File: config.mk
export PLATFORM = sky130hd
export DESIGN_NAME = sinc_decim
export DESIGN_NICKNAME = d
export VERILOG_FILES = /design/src/rtl/sinc_dec_pkg.sv /design/src/rtl/sinc_integ_chain.sv /design/src/rtl/sinc_comb_chain.sv /design/src/rtl/sinc_dec_ctrl.sv /design/src/rtl/sinc_decim.sv
export SDC_FILE = /design/constraint.sdc
export NUM_CORES = 2
export LEC_CHECK = 0
export BUFFER_PORTS_ARGS = -buffer_cell sky130_fd_sc_hd__buf_2
export CAP_MARGIN = 20
export CELL_PAD_IN_SITES_DETAIL_PLACEMENT = 1
export CELL_PAD_IN_SITES_GLOBAL_PLACEMENT = 2
export CORE_ASPECT_RATIO = 1.5
export CORE_UTILIZATION = 30
export DETAILED_ROUTE_END_ITERATION = 7
export GPL_ROUTABILITY_DRIVEN = 0
export PLACE_DENSITY_LB_ADDON = 0.2
export SYNTH_ARGS = -nofsm -noshare
export SYNTH_HDL_FRONTEND = slang
export SYNTH_SLANG_ARGS = --single-unit
File: constraint.sdc
create_clock -name clk -period 39.3 [get_ports clk]
set_input_delay 7.86 -clock clk [delete_from_list [all_inputs] [get_ports clk]]
set_output_delay 7.86 -clock clk [all_outputs]
set_load 0.02 [all_outputs]
File: src/rtl/sinc_dec_pkg.sv
package sinc_dec_pkg;
  localparam int RATE_BITS = 10;
  localparam int BASE_LOG2 = 10;
  localparam int MAX_ORDER = 4;
  localparam int ACC_W     = MAX_ORDER * (RATE_BITS + BASE_LOG2) + 1;
  localparam int OUT_W     = 24;
  localparam int HEAD      = OUT_W - 2;
  localparam int CNT_W     = RATE_BITS + BASE_LOG2;
  localparam int SH_W      = 7;
  localparam int PER_W     = 3;

  typedef struct packed {
    logic [RATE_BITS-1:0] fs;
    logic                 ord3;
    logic                 zl;
  } cfg_t;

  // right shift that brings full scale R^N down to 2^HEAD
  function automatic logic [SH_W-1:0] shift_for(logic [RATE_BITS-1:0] fs, logic ord3);
    logic [RATE_BITS-1:0] fm1;
    int l;
    int n;
    fm1 = fs - 1'b1;
    l = 0;
    for (int i = 0; i < RATE_BITS; i++)
      if (fm1[i]) l = i + 1;
    n = ord3 ? 3 : 4;
    return SH_W'(n * (BASE_LOG2 + l) - HEAD);
  endfunction
endpackage

File: src/rtl/sinc_integ_chain.sv
module sinc_integ_chain
  import sinc_dec_pkg::*;
#(
  parameter int W      = ACC_W,
  parameter int STAGES = MAX_ORDER
) (
  input  logic                         clk,
  input  logic                         rst_n,
  input  logic                         clr,
  input  logic                         smp_en,
  input  logic                         x_bit,
  output logic [STAGES-1:0][W-1:0]     sum_o
);
  logic [W-1:0]                xin;
  logic [STAGES-1:0][W-1:0]    acc_q;
  logic [STAGES-1:0][W-1:0]    acc_d;

  assign xin = x_bit ? W'(1) : {W{1'b1}};

  // sums include the current sample so the chain adds no delay
  always_comb begin
    logic [W-1:0] run;
    run = xin;
    for (int i = 0; i < STAGES; i++) begin
      run      = acc_q[i] + run;
      sum_o[i] = run;
      if (clr)         acc_d[i] = '0;
      else if (smp_en) acc_d[i] = run;
      else             acc_d[i] = acc_q[i];
    end
  end

  always_ff @(posedge clk or negedge rst_n) begin
    if (!rst_n) acc_q <= '0;
    else        acc_q <= acc_d;
  end
endmodule

File: src/rtl/sinc_comb_chain.sv
module sinc_comb_chain
  import sinc_dec_pkg::*;
#(
  parameter int W      = ACC_W,
  parameter int STAGES = MAX_ORDER
) (
  input  logic          clk,
  input  logic          rst_n,
  input  logic          clr,
  input  logic          tick,
  input  logic          ord3,
  input  logic [W-1:0]  v_in,
  output logic [W-1:0]  y_out
);
  logic [STAGES-1:0][W-1:0] dly_q;
  logic [STAGES-1:0][W-1:0] dly_d;
  logic [STAGES-1:0][W-1:0] diff;

  always_comb begin
    logic [W-1:0] run;
    run = v_in;
    for (int i = 0; i < STAGES; i++) begin
      if (clr)       dly_d[i] = '0;
      else if (tick) dly_d[i] = run;
      else           dly_d[i] = dly_q[i];
      run     = run - dly_q[i];
      diff[i] = run;
    end
  end

  generate
    if (STAGES >= 4) begin : g_sel
      assign y_out = ord3 ? diff[2] : diff[3];
    end else begin : g_fixed
      assign y_out = diff[STAGES-1];
    end
  endgenerate

  always_ff @(posedge clk or negedge rst_n) begin
    if (!rst_n) dly_q <= '0;
    else        dly_q <= dly_d;
  end
endmodule

File: src/rtl/sinc_dec_ctrl.sv
module sinc_dec_ctrl
  import sinc_dec_pkg::*;
(
  input  logic                 clk,
  input  logic                 rst_n,
  input  logic                 mod_en,
  input  logic                 chg,
  input  logic [RATE_BITS-1:0] fs_in,
  input  logic                 ord3_in,
  input  logic                 zl_in,
  output logic                 smp_en,
  output logic                 tick,
  output logic                 emit,
  output logic                 clr,
  output cfg_t                 cfg,
  output logic [SH_W-1:0]      shamt
);
  logic              ld_pend_q, ld_pend_d;
  logic [CNT_W-1:0]  cnt_q, cnt_d;
  logic [PER_W-1:0]  per_q, per_d;
  cfg_t              cfg_q, cfg_d;
  logic [SH_W-1:0]   sh_q, sh_d;
  logic              load;
  logic [CNT_W-1:0]  lim;
  logic [PER_W-1:0]  settle_pt;

  assign cfg   = cfg_q;
  assign shamt = sh_q;

  always_comb begin
    load      = ld_pend_q | chg;
    smp_en    = mod_en & ~load;
    lim       = {cfg_q.fs, {BASE_LOG2{1'b0}}} - 1'b1;
    tick      = smp_en & (cnt_q == lim);
    settle_pt = cfg_q.ord3 ? PER_W'(2) : PER_W'(3);
    emit      = tick & (per_q >= settle_pt);
    clr       = load | (emit & cfg_q.zl);

    ld_pend_d = 1'b0;

    if (clr | tick)  cnt_d = '0;
    else if (smp_en) cnt_d = cnt_q + 1'b1;
    else             cnt_d = cnt_q;

    if (clr)                             per_d = '0;
    else if (tick && per_q < settle_pt)  per_d = per_q + 1'b1;
    else                                 per_d = per_q;

    cfg_d = cfg_q;
    sh_d  = sh_q;
    if (load) begin
      cfg_d.fs   = (fs_in == '0) ? RATE_BITS'(1) : fs_in;
      cfg_d.ord3 = ord3_in;
      cfg_d.zl   = zl_in;
      sh_d       = shift_for(cfg_d.fs, ord3_in);
    end
  end

  always_ff @(posedge clk or negedge rst_n) begin
    if (!rst_n) begin
      ld_pend_q <= 1'b1;
      cnt_q     <= '0;
      per_q     <= '0;
      cfg_q     <= '{fs: RATE_BITS'(1), ord3: 1'b0, zl: 1'b0};
      sh_q      <= '0;
    end else begin
      ld_pend_q <= ld_pend_d;
      cnt_q     <= cnt_d;
      per_q     <= per_d;
      cfg_q     <= cfg_d;
      sh_q      <= sh_d;
    end
  end
endmodule

File: src/rtl/sinc_decim.sv
module sinc_decim
  import sinc_dec_pkg::*;
(
  input  logic                 clk,
  input  logic                 rst_n,
  input  logic                 mod_en,
  input  logic                 mod_bit,
  input  logic [RATE_BITS-1:0] rate_code,
  input  logic                 ord3_sel,
  input  logic                 zl_en,
  input  logic                 chan_chg,
  output logic [OUT_W-1:0]     out_word,
  output logic                 out_valid
);
  logic [1:0]                    rst_sync;
  logic                          rst_int_n;
  logic                          smp_en, tick, emit, clr;
  cfg_t                          cfg;
  logic [SH_W-1:0]               shamt;
  logic [MAX_ORDER-1:0][ACC_W-1:0] isum;
  logic [ACC_W-1:0]              comb_in, y;
  logic signed [ACC_W-1:0]       scaled;
  logic [OUT_W-1:0]              word_q, word_d;
  logic                          vld_q, vld_d;

  // assert asynchronously, release on the clock
  always_ff @(posedge clk or negedge rst_n) begin
    if (!rst_n) rst_sync <= 2'b00;
    else        rst_sync <= {rst_sync[0], 1'b1};
  end
  assign rst_int_n = rst_sync[1];

  sinc_dec_ctrl u_ctrl (
    .clk(clk), .rst_n(rst_int_n), .mod_en(mod_en), .chg(chan_chg),
    .fs_in(rate_code), .ord3_in(ord3_sel), .zl_in(zl_en),
    .smp_en(smp_en), .tick(tick), .emit(emit), .clr(clr),
    .cfg(cfg), .shamt(shamt)
  );

  sinc_integ_chain #(.W(ACC_W), .STAGES(MAX_ORDER)) u_integ (
    .clk(clk), .rst_n(rst_int_n), .clr(clr), .smp_en(smp_en),
    .x_bit(mod_bit), .sum_o(isum)
  );

  assign comb_in = cfg.ord3 ? isum[2] : isum[MAX_ORDER-1];

  sinc_comb_chain #(.W(ACC_W), .STAGES(MAX_ORDER)) u_comb (
    .clk(clk), .rst_n(rst_int_n), .clr(clr), .tick(tick),
    .ord3(cfg.ord3), .v_in(comb_in), .y_out(y)
  );

  always_comb begin
    scaled = $signed(y) >>> shamt;
    vld_d  = emit;
    word_d = emit ? scaled[OUT_W-1:0] : word_q;
  end

  always_ff @(posedge clk or negedge rst_int_n) begin
    if (!rst_int_n) begin
      word_q <= '0;
      vld_q  <= 1'b0;
    end else begin
      word_q <= word_d;
      vld_q  <= vld_d;
    end
  end

  assign out_word  = word_q;
  assign out_valid = vld_q;
endmodule

==> flow_summary.ini <==
[status]
result_of_the_run = finished clean

[global_route]
globalRoute.totalOverflow = 0
via_count_of_the_first_global_routing_pass = 69591
grt_max_degree = 158
global_route_wire_length_before_repair_um = 402000
grtUsageTotal_pct = 21.2
antenna_found_initial = 4

[final_layout]
mostFrequentLayoutCell = sky130_fd_sc_hd__nand2_1
drive_above_1_share_pct = 6.18
area_growth_pct = 9.26
post-route-cell-area_sq_mm = 0.0766
layout_common_cells = sky130_fd_sc_hd__nand2_1 (1038), sky130_fd_sc_hd__a21oi_1 (921), sky130_fd_sc_hd__dfrtp_1 (710), sky130_fd_sc_hd__ha_1 (655), sky130_fd_sc_hd__inv_1 (548)
number_of_nets_in_the_final_layout = 9153
finish.utilization_pct = 32.9

[route]
final_antenna_net_count = 0
drtPass1Iterations = 5
detailroute.via_count = 63773
drt-initial-drc-count = 2712
vias_per_cell = 5.49
wirelength_um = 253000
routed_wire_length_per_instance_um = 21.8
remaining_drc_errors = 0

[clock_network]
tritoncts = yes
tritoncts.num_buffers = 90
ctsRootBufferMaster = sky130_fd_sc_hd__clkbuf_16
path_clk_slew_ps = 60
clock-sinks = 718
post_cts.resized_instances = 0
h-tree-depth = 3
cts_max_path_buffers = 3
cts_setup_buffers = 0
number_of_buffers_inserted_for_hold_repair_after_clock_tree_synthesis = 0
clock_insertion_delay_worst_skew_ps = 720

[worst_setup_path]
timing_worst_setup_path_type = in -> reg
critical_path.most_common_cell = sky130_fd_sc_hd__a21oi_1
critical-path-slowest-cell = sky130_fd_sc_hd__a221oi_1
crit_path_max_incr_delay_ps = 890
worst-path-max-fanout = 10
crit_arrival_ps = 31340
required_ps = 39880
type_of_element_launching_the_critical_path = input pin
end_kind = flop

[die]
initial_core_util_pct = 30.1
chipWidth_um = 397
core.rowCount = 217
floorplan.core_area_sq_mm = 0.233
dieArea_sq_mm = 0.236
chipHeight_um = 594
ioPinCount = 42

[yosys]
synth_top_flop_cell = sky130_fd_sc_hd__dfrtp_1
synth_cells = 8649
dominant_combinational_cell_family_by_area_after_synthesis = compound AO/OA/AOI/OAI gates
synth_async_sr_flop_share_pct = 100
count_of_flip_flops_with_a_built_in_enable_after_synthesis = 0
postSynthAreaPerCell_sq_um = 8.10
synth-seq-cells = 718
synth_cell_types = 103
compound_gate_portion_of_the_synthesized_area_pct = 28.2
post_synth_xor_area_fraction_pct = 7.99
mappedNetlistArea_sq_mm = 0.0701
synth_seq_area_share_pct = 25.6
yosys-mux-area-fraction_pct = 5.30
post_synth_and_or_nand_nor_area_fraction_pct = 15.7
synth-adder-area-share_pct = 12.0
yosys_warnings = 0

[sta]
fmaxAchievable_mhz = 32.5
period_share_pct = 78.3
final.min_clock_period_ps = 30760
worst_slew_pin_slew_ps = 1090
final-max-slew-violation-count = 0
setup_violations_final = 0
report.final.hold_viol_count = 0
aggregate_negative_setup_slack_ps = 0
setup_clock_skew_after_layout_ps = 34.3
rsz_0062_raised_after_global_routing = false
maxSlewHeadroom_pct = 27.1

[placed_design]
dp_hpwl_um = 193000
port_buffer_cells = 41
placed_area_sq_mm = 0.0734

[min_path]
min-delay-path-class = reg -> reg

[run]
cap_violations = 0
final timing paths:
kind                                               from                             to  slack, ps  depth (start not counted)
setup / recovery                                mod_bit       out_word[15]$_DFFE_PN0P_       8540                         98
hold / removal                    rst_sync[0]$_DFF_PN0_          rst_sync[1]$_DFF_PN0_        360                          0
max in group asynchronous                         rst_n          rst_sync[1]$_DFF_PN0_      32260                          1
min in group asynchronous         rst_sync[1]$_DFF_PN0_  u_comb.dly_q[233]$_DFFE_PN0N_        400                          0
setup reg to reg           u_integ.acc_q[1]$_DFFE_PN0P_       out_word[15]$_DFFE_PN0P_      15630                         96
hold reg to reg                   rst_sync[0]$_DFF_PN0_          rst_sync[1]$_DFF_PN0_        360                          0
synth_stat cells, types with 20 or more instances:
| cell type | count | area (sq um) |
|---|---|---|
| sky130_fd_sc_hd__o21a_1 | 97 | 728 |
| sky130_fd_sc_hd__mux2_2 | 92 | 1040 |
| sky130_fd_sc_hd__nand4_1 | 96 | 601 |
| sky130_fd_sc_hd__a31oi_1 | 83 | 519 |
| sky130_fd_sc_hd__mux2i_1 | 155 | 1550 |
| sky130_fd_sc_hd__nor2b_1 | 94 | 588 |
| sky130_fd_sc_hd__mux4_2 | 50 | 1130 |
| sky130_fd_sc_hd__and3_1 | 98 | 613 |
| sky130_fd_sc_hd__or3_1 | 29 | 181 |
| sky130_fd_sc_hd__xor2_1 | 191 | 1670 |
| sky130_fd_sc_hd__nor2_1 | 546 | 2050 |
| sky130_fd_sc_hd__nand3_1 | 140 | 701 |
| sky130_fd_sc_hd__dfrtp_1 | 716 | 17900 |
| sky130_fd_sc_hd__clkbuf_1 | 358 | 1340 |
| sky130_fd_sc_hd__o31ai_1 | 32 | 240 |
| sky130_fd_sc_hd__a22o_1 | 302 | 2650 |
| sky130_fd_sc_hd__buf_1 | 28 | 105 |
| sky130_fd_sc_hd__inv_1 | 550 | 2060 |
| sky130_fd_sc_hd__nand2_1 | 1040 | 3900 |
| sky130_fd_sc_hd__a221oi_1 | 22 | 193 |
| sky130_fd_sc_hd__nand2b_1 | 96 | 601 |
| sky130_fd_sc_hd__a211o_1 | 27 | 236 |
| sky130_fd_sc_hd__a21o_1 | 437 | 3280 |
| sky130_fd_sc_hd__and2_1 | 69 | 432 |
| sky130_fd_sc_hd__xnor2_1 | 431 | 3770 |
| sky130_fd_sc_hd__o21ai_0 | 435 | 2180 |
| sky130_fd_sc_hd__ha_1 | 655 | 8200 |
| sky130_fd_sc_hd__nor3_1 | 89 | 445 |
| sky130_fd_sc_hd__a41oi_1 | 20 | 175 |
| sky130_fd_sc_hd__o21bai_1 | 115 | 863 |
| sky130_fd_sc_hd__a211oi_1 | 137 | 1030 |
| sky130_fd_sc_hd__a21boi_0 | 30 | 225 |
| sky130_fd_sc_hd__a21oi_1 | 923 | 4620 |
| sky130_fd_sc_hd__or2_2 | 23 | 144 |
| sky130_fd_sc_hd__o211ai_1 | 40 | 300 |
| sky130_fd_sc_hd__nor4_1 | 34 | 213 |
through the flow:
| step | setup WS [ps] | hold WS, ps | std cells |
|---|---|---|---|
| 2_1_floorplan | 11800 | 331 | 8650 |
| 3_3_place_gp | 7960 | 339 | 11441 |
| 3_5_place_dp | 7730 | 336 | 11443 |
| 4_1_cts | 8400 | 364 | 11609 |
| 5_1_grt | 6950 | 381 | 11610 |
| 6_report | 8540 | 362 | 11610 |
kinds of logic (layout without fill, tap and decap cells):
logic type | Yosys count | count (layout)
AOI/OAI and AO/OA | 2973 | 2973
muxes | 297 | 297
buffers and inverters | 945 | 838
xor gates and xnor gates | 628 | 628
other | 2 | 4
DFF | 718 | 718
and+or+nand+nor | 2419 | 2419
adders and majority gates | 667 | 667
metal layers:
metal  part of all wire (%)  track usage [%]
met4                    4.5             8.82
met3                    1.8             1.61
met5                      0                0
met2                     52             39.6
met1                     42             24.6
flip-flops by register name, indices dropped and copies added (netlist names):
| register | cells |
|---|---|
| u_ctrl.cfg | 12 |
| u_integ.acc_q | 324 |
| rst_sync | 2 |
| u_ctrl.ld_pend_q | 1 |
| out_word | 24 |
| u_ctrl.per_q | 3 |
| u_comb.dly_q | 324 |
| u_ctrl.shamt | 7 |
| out_valid | 1 |
| u_ctrl.cnt_q | 20 |
cell type report:
class | count | area [sq um]
Sequential cell | 718 | 18000
Clock inverter | 39 | 547
Antenna cell | 1 | 2.50
Multi-Input combinational cell | 6987 | 48700
Clock buffer | 127 | 2620
Timing Repair Buffer | 118 | 852
Fill cell | 27631 | 156000
Inverter | 554 | 2090
Tap cell | 3066 | 3840
worst max-delay path: cells and delay by family:
kind | cells | cell delay [ps]
adders and majority gates | 8 | 2860
xor gates and xnor gates | 8 | 1660
buffers and inverters | 3 | 470
AOI/OAI and AO/OA | 52 | 13290
and+or+nand+nor | 25 | 4450
muxes | 2 | 710
Power is left out: the tool's default activity adds up to more than one toggle a clock period on the data nets, which glitch-free logic cannot reach.
